### src/rtl/bt_atn_irq_pkg.sv
// Package: shared mask layout for the host attention interrupt controller.
// Assumes the host decodes enable at bit 0 and pending at bit 1.
package bt_atn_irq_pkg;
    localparam int MASK_W = 2;
    localparam int EN_BIT = 0;
    localparam int PND_BIT = 1;

    // Packed order puts pnd at bit 1 and en at bit 0.
    typedef struct packed {
        logic pnd;
        logic en;
    } mask_t;

    // Qualified events, gated by everything except the enable bit.
    typedef struct packed {
        logic atn_any;
        logic rsp_ok;
        logic sms_up;
        logic sms_down;
    } evt_t;
endpackage

### src/rtl/bt_atn_evt_qual.sv
// Qualifies the raw event inputs against the global gates and the
// attention status bits. It leaves out the mask enable, because that
// depends on the write applied in the same cycle.
// Assumes the request inputs are one-cycle pulses.
module bt_atn_evt_qual
    import bt_atn_irq_pkg::*;
(
    input  logic rsp_ready,
    input  logic sms_set_req,
    input  logic sms_clr_req,
    input  logic sms_irq_ok,
    input  logic line_in_use,
    input  logic glob_irq_en,
    input  logic b2h_atn,
    input  logic sms_atn,
    output evt_t evt
);
    logic gate_open;

    // Purpose: the line is usable only when wired and globally enabled.
    always_comb gate_open = line_in_use & glob_irq_en;

    // Purpose: build the qualified event strobes.
    always_comb begin
        evt.atn_any  = b2h_atn | sms_atn;
        evt.rsp_ok   = rsp_ready & gate_open;
        evt.sms_up   = sms_set_req & ~sms_atn & sms_irq_ok & gate_open & ~b2h_atn;
        evt.sms_down = sms_clr_req & sms_atn & ~b2h_atn;
    end
endmodule

### src/rtl/bt_atn_mask_next.sv
// Computes the next mask value from the current one. The order is:
// mask write (enable change, then acknowledge), response event,
// event-message event, and last the cold reset, which overrides all.
// Purely combinational.
module bt_atn_mask_next
    import bt_atn_irq_pkg::*;
(
    input  mask_t cur,
    input  logic  wr_en,
    input  mask_t wr_data,
    input  evt_t  evt,
    input  logic  cold_rst,
    output mask_t nxt
);
    // Purpose: apply the events one after another in their fixed order.
    always_comb begin
        nxt = cur;
        if (wr_en) begin
            if (wr_data.en != nxt.en) begin
                if (wr_data.en) begin
                    if (evt.atn_any) nxt.pnd = 1'b1;
                    nxt.en = 1'b1;
                end else begin
                    nxt.pnd = 1'b0;
                    nxt.en  = 1'b0;
                end
            end
            if (wr_data.pnd && nxt.pnd) nxt.pnd = 1'b0;
        end
        if (evt.rsp_ok && nxt.en) nxt.pnd = 1'b1;
        if (evt.sms_up && nxt.en) nxt.pnd = 1'b1;
        if (evt.sms_down) nxt.pnd = 1'b0;
        if (cold_rst) nxt = '0;
    end
endmodule

### src/rtl/bt_atn_mask_reg.sv
// Holds the mask and drives the interrupt line from the registered
// pending bit, so the line never glitches.
// Assumes a synchronous active-low reset.
module bt_atn_mask_reg
    import bt_atn_irq_pkg::*;
#(
    parameter logic [MASK_W-1:0] POR_VALUE = '0
) (
    input  logic  clk,
    input  logic  rst_n,
    input  mask_t nxt,
    output mask_t q,
    output logic  irq
);
    // Purpose: capture the next mask on each clock edge.
    always_ff @(posedge clk) begin
        if (!rst_n) q <= mask_t'(POR_VALUE);
        else        q <= nxt;
    end

    // Purpose: the interrupt level is the pending flag.
    always_comb irq = q.pnd;
endmodule

### src/rtl/bt_atn_irq_ctl.sv
// Top level of the host attention interrupt controller. Wires together
// the event qualifier, the next-state logic and the mask register.
// Assumes the attention status bits are kept by the register block.
module bt_atn_irq_ctl
    import bt_atn_irq_pkg::*;
(
    input  logic              clk,
    input  logic              rst_n,
    input  logic              mask_wr_en,
    input  logic [MASK_W-1:0] mask_wr_data,
    input  logic              rsp_ready,
    input  logic              sms_set_req,
    input  logic              sms_clr_req,
    input  logic              sms_irq_ok,
    input  logic              line_in_use,
    input  logic              glob_irq_en,
    input  logic              cold_rst,
    input  logic              b2h_atn,
    input  logic              sms_atn,
    output logic [MASK_W-1:0] mask_q,
    output logic              irq_o
);
    evt_t  evt;
    mask_t cur;
    mask_t nxt;

    bt_atn_evt_qual u_qual (
        .rsp_ready   (rsp_ready),
        .sms_set_req (sms_set_req),
        .sms_clr_req (sms_clr_req),
        .sms_irq_ok  (sms_irq_ok),
        .line_in_use (line_in_use),
        .glob_irq_en (glob_irq_en),
        .b2h_atn     (b2h_atn),
        .sms_atn     (sms_atn),
        .evt         (evt)
    );

    bt_atn_mask_next u_next (
        .cur      (cur),
        .wr_en    (mask_wr_en),
        .wr_data  (mask_t'(mask_wr_data)),
        .evt      (evt),
        .cold_rst (cold_rst),
        .nxt      (nxt)
    );

    bt_atn_mask_reg #(.POR_VALUE('0)) u_reg (
        .clk   (clk),
        .rst_n (rst_n),
        .nxt   (nxt),
        .q     (cur),
        .irq   (irq_o)
    );

    // Purpose: bring the mask out as a plain vector.
    always_comb mask_q = cur;
endmodule

### config.mk
export PLATFORM = sky130hd
export DESIGN_NAME = bt_atn_irq_ctl
export DESIGN_NICKNAME = d
export VERILOG_FILES = /design/src/rtl/bt_atn_irq_pkg.sv /design/src/rtl/bt_atn_evt_qual.sv /design/src/rtl/bt_atn_mask_next.sv /design/src/rtl/bt_atn_mask_reg.sv /design/src/rtl/bt_atn_irq_ctl.sv
export SDC_FILE = /design/constraint.sdc
export NUM_CORES = 1
export LEC_CHECK = 0
export ABC_AREA = 1
export BUFFER_PORTS_ARGS = -buffer_cell sky130_fd_sc_hd__buf_2
export CAP_MARGIN = 30
export CELL_PAD_IN_SITES_DETAIL_PLACEMENT = 1
export CELL_PAD_IN_SITES_GLOBAL_PLACEMENT = 1
export CORE_AREA = 10 10 47 49
export CTS_CLUSTER_SIZE = 8
export DETAILED_ROUTE_END_ITERATION = 8
export DIE_AREA = 0 0 57 59
export HOLD_SLACK_MARGIN = 0.02
export PLACE_DENSITY_LB_ADDON = 0.1
export SYNTH_ARGS = -nofsm -noshare
export SYNTH_HDL_FRONTEND = slang
export SYNTH_HIERARCHICAL = 1
export SYNTH_SLANG_ARGS = --single-unit
### constraint.sdc
create_clock -name clk -period 2.4 [get_ports clk]
set_clock_uncertainty 0.2 [all_clocks]
set_input_delay 0.48 -clock clk [delete_from_list [all_inputs] [get_ports clk]]
set_output_delay 0.48 -clock clk [all_outputs]
set_load 0.02 [all_outputs]
Word level (Yosys, flattened, before mapping)
Cells that the tools add are included.
{ "op_classes": {"n_eq_ne": 1, "mux": 8, "n_bitwise": 12, "n_reduce_logical": 6} }
{ "op_table": {"columns": ["operator", "count"], "rows": [
  ["bitwise AND 1 bit", 8],
  ["2-to-1 mux 2 bit", 4],
  ["2-to-1 mux 1 bit", 4],
  ["logical AND 1 bit", 3],
  ["NOT 1 bit", 3],
  ["nonzero test 3 bit", 1],
  ["OR reduction 3 bit", 1],
  ["OR reduction 2 bit", 1],
  ["inequality test 1 bit", 1],
  ["bitwise OR 1 bit", 1]
]} }
{ "totals": {"reg_bits": 2, "input_bits": 14} }

Longest topological paths before layout
Gate-level depths: netlist of the first run.
{ "logic_depth": {"ltp_word": 11, "mapped_depth": 10, "ltp_nobuf": 10} }

By module
Netlist of the first run, hierarchy kept.
{ "modules_own_cells": {"columns": ["mod", "instances", "cells_each", "area_per_inst_um2", "seq_area_each_um2"], "rows": [
  ["bt_atn_mask_next", 1, 20, 98.8, 0.0],
  ["bt_atn_mask_reg", 1, 7, 62.6, 40.0],
  ["bt_atn_evt_qual", 1, 11, 46.3, 0.0]
]} }

Least setup slack after synthesis of the first run
No wires, ideal clock.
{ "synth_timing": {"path_type": "in2reg", "startpoint": "input port b2h_atn", "endpoint": "register u_reg.q (netlist bit u_reg/irq)", "setup_time_ps": 109, "arrival_time_ps": 991, "required_ps": 2091, "path_slack_ps": 1100, "path_stages": 10, "path_cell_list": "nor2_2 > inv_1 > inv_1 > nor2_4 > nand2_1 > nand2_1 > nand2_1 > a21oi_2 > nand2_1 > inv_1"} }
{ "synth_lines": {"columns": ["element", "line", "source"], "rows": [
  ["from (decl)", "bt_atn_irq_ctl.sv:18", "input logic b2h_atn,"],
  ["to (signal assigned)", "bt_atn_mask_reg.sv:17", "if (!rst_n) q <= mask_t'(POR_VALUE);"],
  ["to (signal assigned)", "bt_atn_mask_reg.sv:18", "else q <= nxt;"],
  ["to (decl)", "bt_atn_mask_reg.sv:12", "output mask_t q,"]
]} }

Worst setup path in the final report of the first run
{ "layout_timing": {"startpoint": "register u_reg/q[0] in the netlist's numbering", "endpoint": "output port mask_q[0]"} }
{ "layout_lines": {"columns": ["element", "line", "source"], "rows": [
  ["to (decl)", "bt_atn_irq_ctl.sv:20", "output logic [MASK_W-1:0] mask_q,"]
]} }
No word-level cell between the ends.

==> results by group, run 1 <==
Logic synthesis
  – Most numerous cell in the Yosys netlist: nand2_1
  – Most frequently used flop master after synthesis: dfxtp_1
  – Top cells by area, synth: nand2_1 (25%), dfxtp_1 (19%), inv_1 (16%), nor2_2 (6.0%), nor2_4 (5.4%)
  – Seq/Total Area, Yosys: 0.193
  – Async SR Flop Fraction: 0
  – Synthesis-stage register bit count: 2
  – Top cell type by total area after synthesis: nand2_1
  – Syn_area_per_cell: 5.47 um^2
  – Netlist cell types: 13
  – YS warnings: 6
  – Post-Synthesis Cells: 38
  – Post-synth EDFFs: 0
  – Top-area cell type share of the netlist area: 0.253
  – Netlist Area Pre-Place: 208 um^2
  – Synth Net Count: 52
  – Commonest cells in the synthesized netlist: nand2_1 (14), inv_1 (9)

STA
  – Final setup fails: 0
  – Fin. max-slew vios: 0
  – Rel. slew slack: 0.862
  – Fin. Hold Viols: 0
  – Time the worst path needs with I/O delays and setup: 1.52 ns
  – Fmax: 0.658 GHz
  – Unrepaired setup endpoints after global routing: no
  – Setup_tns: 0 ns
  – Final worst path period share: 0.634
  – Worst Max-Slew Pin Slew: 0.207 ns

Setup path
  – Critical path class: reg -> out
  – Nature of the critical path startpoint: flop
  – Critical Path RT: 1.72 ns
  – Buf+Inv Stages, Crit Path: 1
  – Worst-path cell chain: buf_2
  – Max incr delay on CP: 0.41 ns
  – Maximum fanout along the worst path: 4
  – Crit path DAT: around 0.84 ns
  – CP top delay family: flip-flops
  – Reg-to-reg slack, setup: 1.28 ns
  – Worst Setup End Kind: output pin
  – CP max-delay cell: dfxtp_1

Finish
  – Sequential cell area: 40.0 um^2
  – Area grow syn2layout: 55.4%
  – Nets: 72
  – Antenna Cells: 0
  – Proportion of layout cells with a drive suffix above 1: 0.500
  – Post-layout util: 0.230
  – Multi-input gate area: 119 um^2
  – FILL cells: 208
  – Post-Layout Inst Area: 323 um^2

CTS
  – Root Driver: clkbuf_4
  – H-tree depth: 1
  – Skew-Pair Late Insertion Delay: 0.23 ns
  – Post-cts sizing count: 0
  – CTS tree: yes
  – CTS Buf Count: 3
  – Hold-fix buffers at CTS: 0
  – CTS Buffer Depth: 2
  – Clock transition at path regs: ~0.03 ns
  – Sink Count: 2
  – # Post-CTS Setup Buffers: 0

Global route
  – Gr usage total: 0.0450
  – Vias in the first global route: 289
  – Initial antenna violation count: 0
  – First-pass GRT wire length: 1.15 mm
  – Largest net degree at the start of global routing: 5
  – Grt ovf: 0

Drt
  – Top Metal Used: met4
  – Antenna-violating nets left: 0
  – Met3 WL: 60 um
  – Detailed-router iteration count before antenna repair: 2
  – Routed met2 length: 318 um
  – Remaining routing DRC violations: 0
  – Vias/cell: approximately 3.6
  – Routed WL per cell: 9.08 um
  – Met1 WL: 250 um
  – Via count: between 200 and 300
  – Routed wire length: 654 um
  – First DRT Iteration DRCs: 1

Run status
  – Status: finished clean

Die
  – Starting Density: 0.148
  – Row Count: 14
  – Die width: around 57 um
  – I/O pin count: 17
  – DIE AREA: 0.00336 mm^2
  – Core Region: 0.00140 mm^2
  – Die Height: approximately 60 um

Power
  – Leakage power: between 0.2 and 0.25 nW
  – Total power: 141 uW
  – Max VDD drop: 0.0000730 V
  – PD cells: 438 mW/mm^2

Min path
  – Hold/Removal Path Class: in -> reg

Placed design
  – RD Place Congestion: 0.608
  – Placed Area: 300 um^2
  – IO buf count: 16

Flow run
  – Max-capacitance violation count: 0
## layer usage
metal	up-vias	global-route usage
met5	-	0
met1	107	0.0417
met4	0	0.0604
met3	2	0.0172
met2	11	0.0667
li1	142	-
## power breakdown
part           switching, mW  total (mW)  internal, mW
logic                 0.0158      0.0311        0.0153
clock network         0.0192      0.0744        0.0552
registers            0.00125      0.0358        0.0346
total                 0.0362       0.141         0.105
## cells by family after synthesis
group,share of synthesized area
flip-flops,0.193
AO/OA/AOI/OAI,0.108
AND/OR/NAND/NOR,0.464
buffers and inverters,0.235
## layout by cell type, fill, tap and decap left out
master	netlist	final
a21oi_2	1	1
buf_2	0	16
dfxtp_1	2	2
nand2_1	14	14
inv_2	2	2
or2_2	1	1
nor2_2	2	2
a21oi_1	1	1
nand2_2	1	1
nor2_4	1	1
nor2_1	2	2
clkbuf_4	0	3
inv_1	9	9
o21ai_2	1	1
## layout make-up
cell class | count | share of cell area
repair buffers | 16 | 0.248
well taps | 16 | 0.0620
multi-input cells | 24 | 0.368
clock buffers | 3 | 0.0698
inverters | 11 | 0.128
flip-flops and latches | 2 | 0.124
## worst paths after layout
| path | startpoint | end | cells after the start |
|---|---|---|---|
| max reg2reg | u_reg/q[0] | u_reg/irq | 6 |
| max | u_reg/q[0] | mask_q[0] | 1 |
| min | rst_n | u_reg/irq | 3 |
| min reg2reg | u_reg/irq | u_reg/irq | 6 |
## state kept, by name, indices dropped and copies added (netlist names)
register	count
u_reg/irq	1
u_reg/q	1
## per-stage QoR
step,instances,setup slack (ns),hold slack [ns]
global route,72,0.839,0.257
CTS,72,0.859,0.248
finish,72,0.880,0.251
floorplan,38,1.10,0.373
global placement,69,0.905,0.432
detailed placement,69,0.914,0.437
No activity file was read; power rests on OpenSTA's default activity.
==> run 2, diff against run 1 <==
--- a/config.mk
+++ b/config.mk
@@ -5,7 +5,7 @@
 export SDC_FILE = /design/constraint.sdc
 export NUM_CORES = 1
 export LEC_CHECK = 0
-export ABC_AREA = 1
+export ABC_AREA = 0
 export BUFFER_PORTS_ARGS = -buffer_cell sky130_fd_sc_hd__buf_2
 export CAP_MARGIN = 30
 export CELL_PAD_IN_SITES_DETAIL_PLACEMENT = 1
==> constraint.sdc (replaced) <==
create_clock -name clk -period 1.33 [get_ports clk]
set_clock_uncertainty 0.2 [all_clocks]
set_input_delay 0.266 -clock clk [delete_from_list [all_inputs] [get_ports clk]]
set_output_delay 0.266 -clock clk [all_outputs]
set_load 0.02 [all_outputs]
==> run 2 against run 1 <==
Against the previous run: cell count down 19%; synthesized cell count down 39%; register-to-register slack got worse by 1.2 ns; cell area fell by 10%; combinational power grew 47%; global-route usage shrank 0.44 points; first-iteration DRC count unchanged; total power increased by 81%; area after synthesis down 20%; sequential share of layout area up 2.7 points; count of clock-buffer cells in the layout up 1; hold slack got worse by 0.19 ns; critical path type is now in -> reg.
==> results by group, run 2 <==
Die
  – DIE AREA: 0.00336 mm^2 (unchanged)
  – Die Height: 59 um (unchanged)
  – Starting Density: 0.119 (-0.0295)
  – Row Count: 14 (unchanged)
  – Core Region: 0.00140 mm^2 (unchanged)
  – I/O pin count: 17 (unchanged)
  – Die width: 57 um (unchanged)

Finish
  – Most used cells in the layout excluding fill and tap cells: buf_2 (16), clkbuf_4 (3), nand2_1 (3), nor2_1 (3)
  – FILL cells: 184 (-12%)
  – Area grow syn2layout: 73.7%
  – Antenna Cells: 0 (unchanged)
  – Commonest non-fill, non-tap cell in the layout: buf_2
  – Post-layout util: 0.206 (-0.0241)
  – Finished Layout Cells: 58 (-19%)
  – Proportion of layout cells with a drive suffix above 1: 0.548 (+0.0476)
  – Nets: 57 (-21%)

Logic synthesis
  – Seq/Total Area, Yosys: 0.241 (+0.0478)
  – Netlist Area Pre-Place: 166 um^2 (-20%)
  – Synthesis-stage register bit count: 2 (unchanged)
  – Syn_area_per_cell: 7.24 um^2 (+32%)
  – Post-synth EDFFs: 0 (unchanged)
  – Synth Net Count: 37 (-29%)
  – Top cell type by total area after synthesis: dfxtp_1
  – Commonest cells in the synthesized netlist: nand2_1 (3), nor2_1 (3), a21oi_1 (2), and2_1 (2), dfxtp_1 (2)
  – Most frequently used flop master after synthesis: dfxtp_1
  – Top cells by area, synth: dfxtp_1 (24%), and2_1 (7.5%), nand2_1 (6.8%), nor2_1 (6.8%), a21oi_1 (6.0%)
  – Netlist cell types: 16 (+3)
  – Top-area cell type share of the netlist area: 0.241 (-0.0124)
  – Post-Synthesis Cells: 23 (-39%)
  – Async SR Flop Fraction: 0 (unchanged)
  – YS warnings: 6 (unchanged)

Placed design
  – RD Place Congestion: 0.695 (+14%)
  – Number of cells after detailed placement: 54 (-22%)
  – IO buf count: 16 (unchanged)
  – Placement Setup Slack: -0.178 ns (-1.09 ns)

Min path
  – Hold Crit Depth: 2 (-1)
  – Hold/Removal Path Class: in -> reg

STA
  – Time the worst path needs with I/O delays and setup: 1.26 ns
  – Final worst path period share: 0.948
  – Setup ws final: 0.0693 ns (-0.810 ns)
  – Unrepaired setup endpoints after global routing: no
  – Fin. max-slew vios: 0 (unchanged)
  – Rel. slew slack: 0.894 (+0.0327)
  – Worst Max-Slew Pin Slew: 0.158 ns (-0.0496 ns)
  – Fin. Hold Viols: 0 (unchanged)
  – Final setup fails: 0 (unchanged)
  – Fmax: around 0.8 GHz
  – Final hold slack: 0.0630 ns (-0.188 ns)

Global route
  – Vias in the first global route: 253 (-12%)
  – Initial antenna violation count: 0 (unchanged)
  – Grt ovf: 0 (unchanged)
  – Largest net degree at the start of global routing: 6 (+1)
  – Gr usage total: 0.0406 (-0.00445)
  – First-pass GRT wire length: 1.02 mm (-11%)

Drt
  – Antenna-violating nets left: 0 (unchanged)
  – Remaining routing DRC violations: 0 (unchanged)
  – Routed wire length: 653 um (-0.15%)
  – First DRT Iteration DRCs: 1 (unchanged)
  – Routed WL per cell: 11.3 um (+24%)
  – Detailed-router iteration count before antenna repair: 2 (unchanged)
  – Vias/cell: 3.72 (+2.3%)
  – Via count: 216 (-18%)

CTS
  – H-tree depth: 1 (unchanged)
  – Hold-fix buffers at CTS: 0 (unchanged)
  – CTS Buffer Depth: 2 (unchanged)
  – Sink Count: 2 (unchanged)
  – Skew-Pair Late Insertion Delay: 0.23 ns (about the same)
  – CTS Buf Count: 3 (unchanged)
  – Root Driver: clkbuf_4
  – # Post-CTS Setup Buffers: 0 (unchanged)
  – Clock transition at path regs: 0.03 ns (about the same)
  – CTS tree: yes
  – Post-cts sizing count: 0 (unchanged)

Setup path
  – Worst-path cell chain: buf_2 > or2_4 > nand4b_1 > a31oi_1 > o31a_1 > and2_1
  – Critical path class: in -> reg
  – Nature of the critical path startpoint: primary input
  – Max incr delay on CP: 0.25 ns (-0.16 ns)
  – R2R cell count: 4 (-2)
  – Maximum fanout along the worst path: 2 (-2)
  – Critical Path RT: 1.25 ns (-0.47 ns)
  – CP max-delay cell: or2_4
  – Crit path DAT: 1.18 ns (+0.34 ns)
  – Worst Setup End Kind: flop

Power
  – Max VDD drop: 0.000393 V (+440%)
  – Total power: 256 uW (+81%)
  – P_int: 198 uW (+88%)
  – Sequential share of power: 0.243 (-0.010)
  – Clk pwr share: 0.579 (+0.053)
  – Combinational Power Share: 0.178 (-0.042)
  – Switching Power: 58.5 uW (+62%)
  – PD cells: 886 mW/mm^2 (+100%)
  – Sw frac: 0.229 (-0.0277)
  – Leakage power: 0.139 nW (-36%)

Run status
  – Status: finished clean

Flow run
  – Max-capacitance violation count: 0 (unchanged)
run 2: power groups by stage:
| stage | Sequential [mW] | Clock [mW] | Combinational, mW |
|---|---|---|---|
| 6_report | 0.0623 | 0.148 | 0.0456 |
| 3_3_place_gp | 0.0633 | 0 | 0.0452 |
| 4_1_cts | 0.0624 | 0.157 | 0.0469 |
| 3_5_place_dp | 0.0633 | 0 | 0.0467 |
| 5_1_grt | 0.0627 | 0.166 | 0.0516 |
| 2_1_floorplan | 0.0651 | 0 | 0.0185 |
run 2: cell families after synthesis:
group,Yosys count,share of synthesized area
AND/OR/NAND/NOR,16,0.564
AO/OA/AOI/OAI,4,0.150
flip-flops,2,0.241
buffers and inverters,1,0.0451
run 2: worst paths after layout:
path,startpoint,to,slack (ns)
min,rst_n,u_reg/q[0],0.06
max,b2h_atn,u_reg/irq,0.07
min reg2reg,u_reg/q[0],u_reg/q[0],0.46
max reg2reg,u_reg/q[0],u_reg/irq,0.09
run 2: through the flow:
stage / cell area, um^2 / setup TNS, ns
4_1_cts: 289 / 0
3_5_place_dp: 263 / -0.178
6_report: 289 / 0
3_3_place_gp: 263 / -0.163
5_1_grt: 289 / 0
2_1_floorplan: 174 / -0.00553
run 2: per-layer routing:
metal  GRT usage  vias to the layer above  share of wire
li1            -                      117              -
met1      0.0343                       92           0.37
met2      0.0667                        7           0.53
met3      0.0279                        0          0.098
met4      0.0302                        0              0
met5           0                        -              0
run 2: critical path: cells and delay by family:
family / cells / cell delay, ns
and+or+nand+nor: 3 / 0.48
AOI/OAI and AO/OA: 2 / 0.32
buffers and inverters: 1 / 0.10
run 2: layout make-up:
type	count	area, um^2	share of cell area
clock buffer	4	26.3	0.0909
multi-input combinational	20	119	0.411
sequential	2	43.8	0.152
tap	16	20.0	0.0693
timing repair buffer	16	80.1	0.277
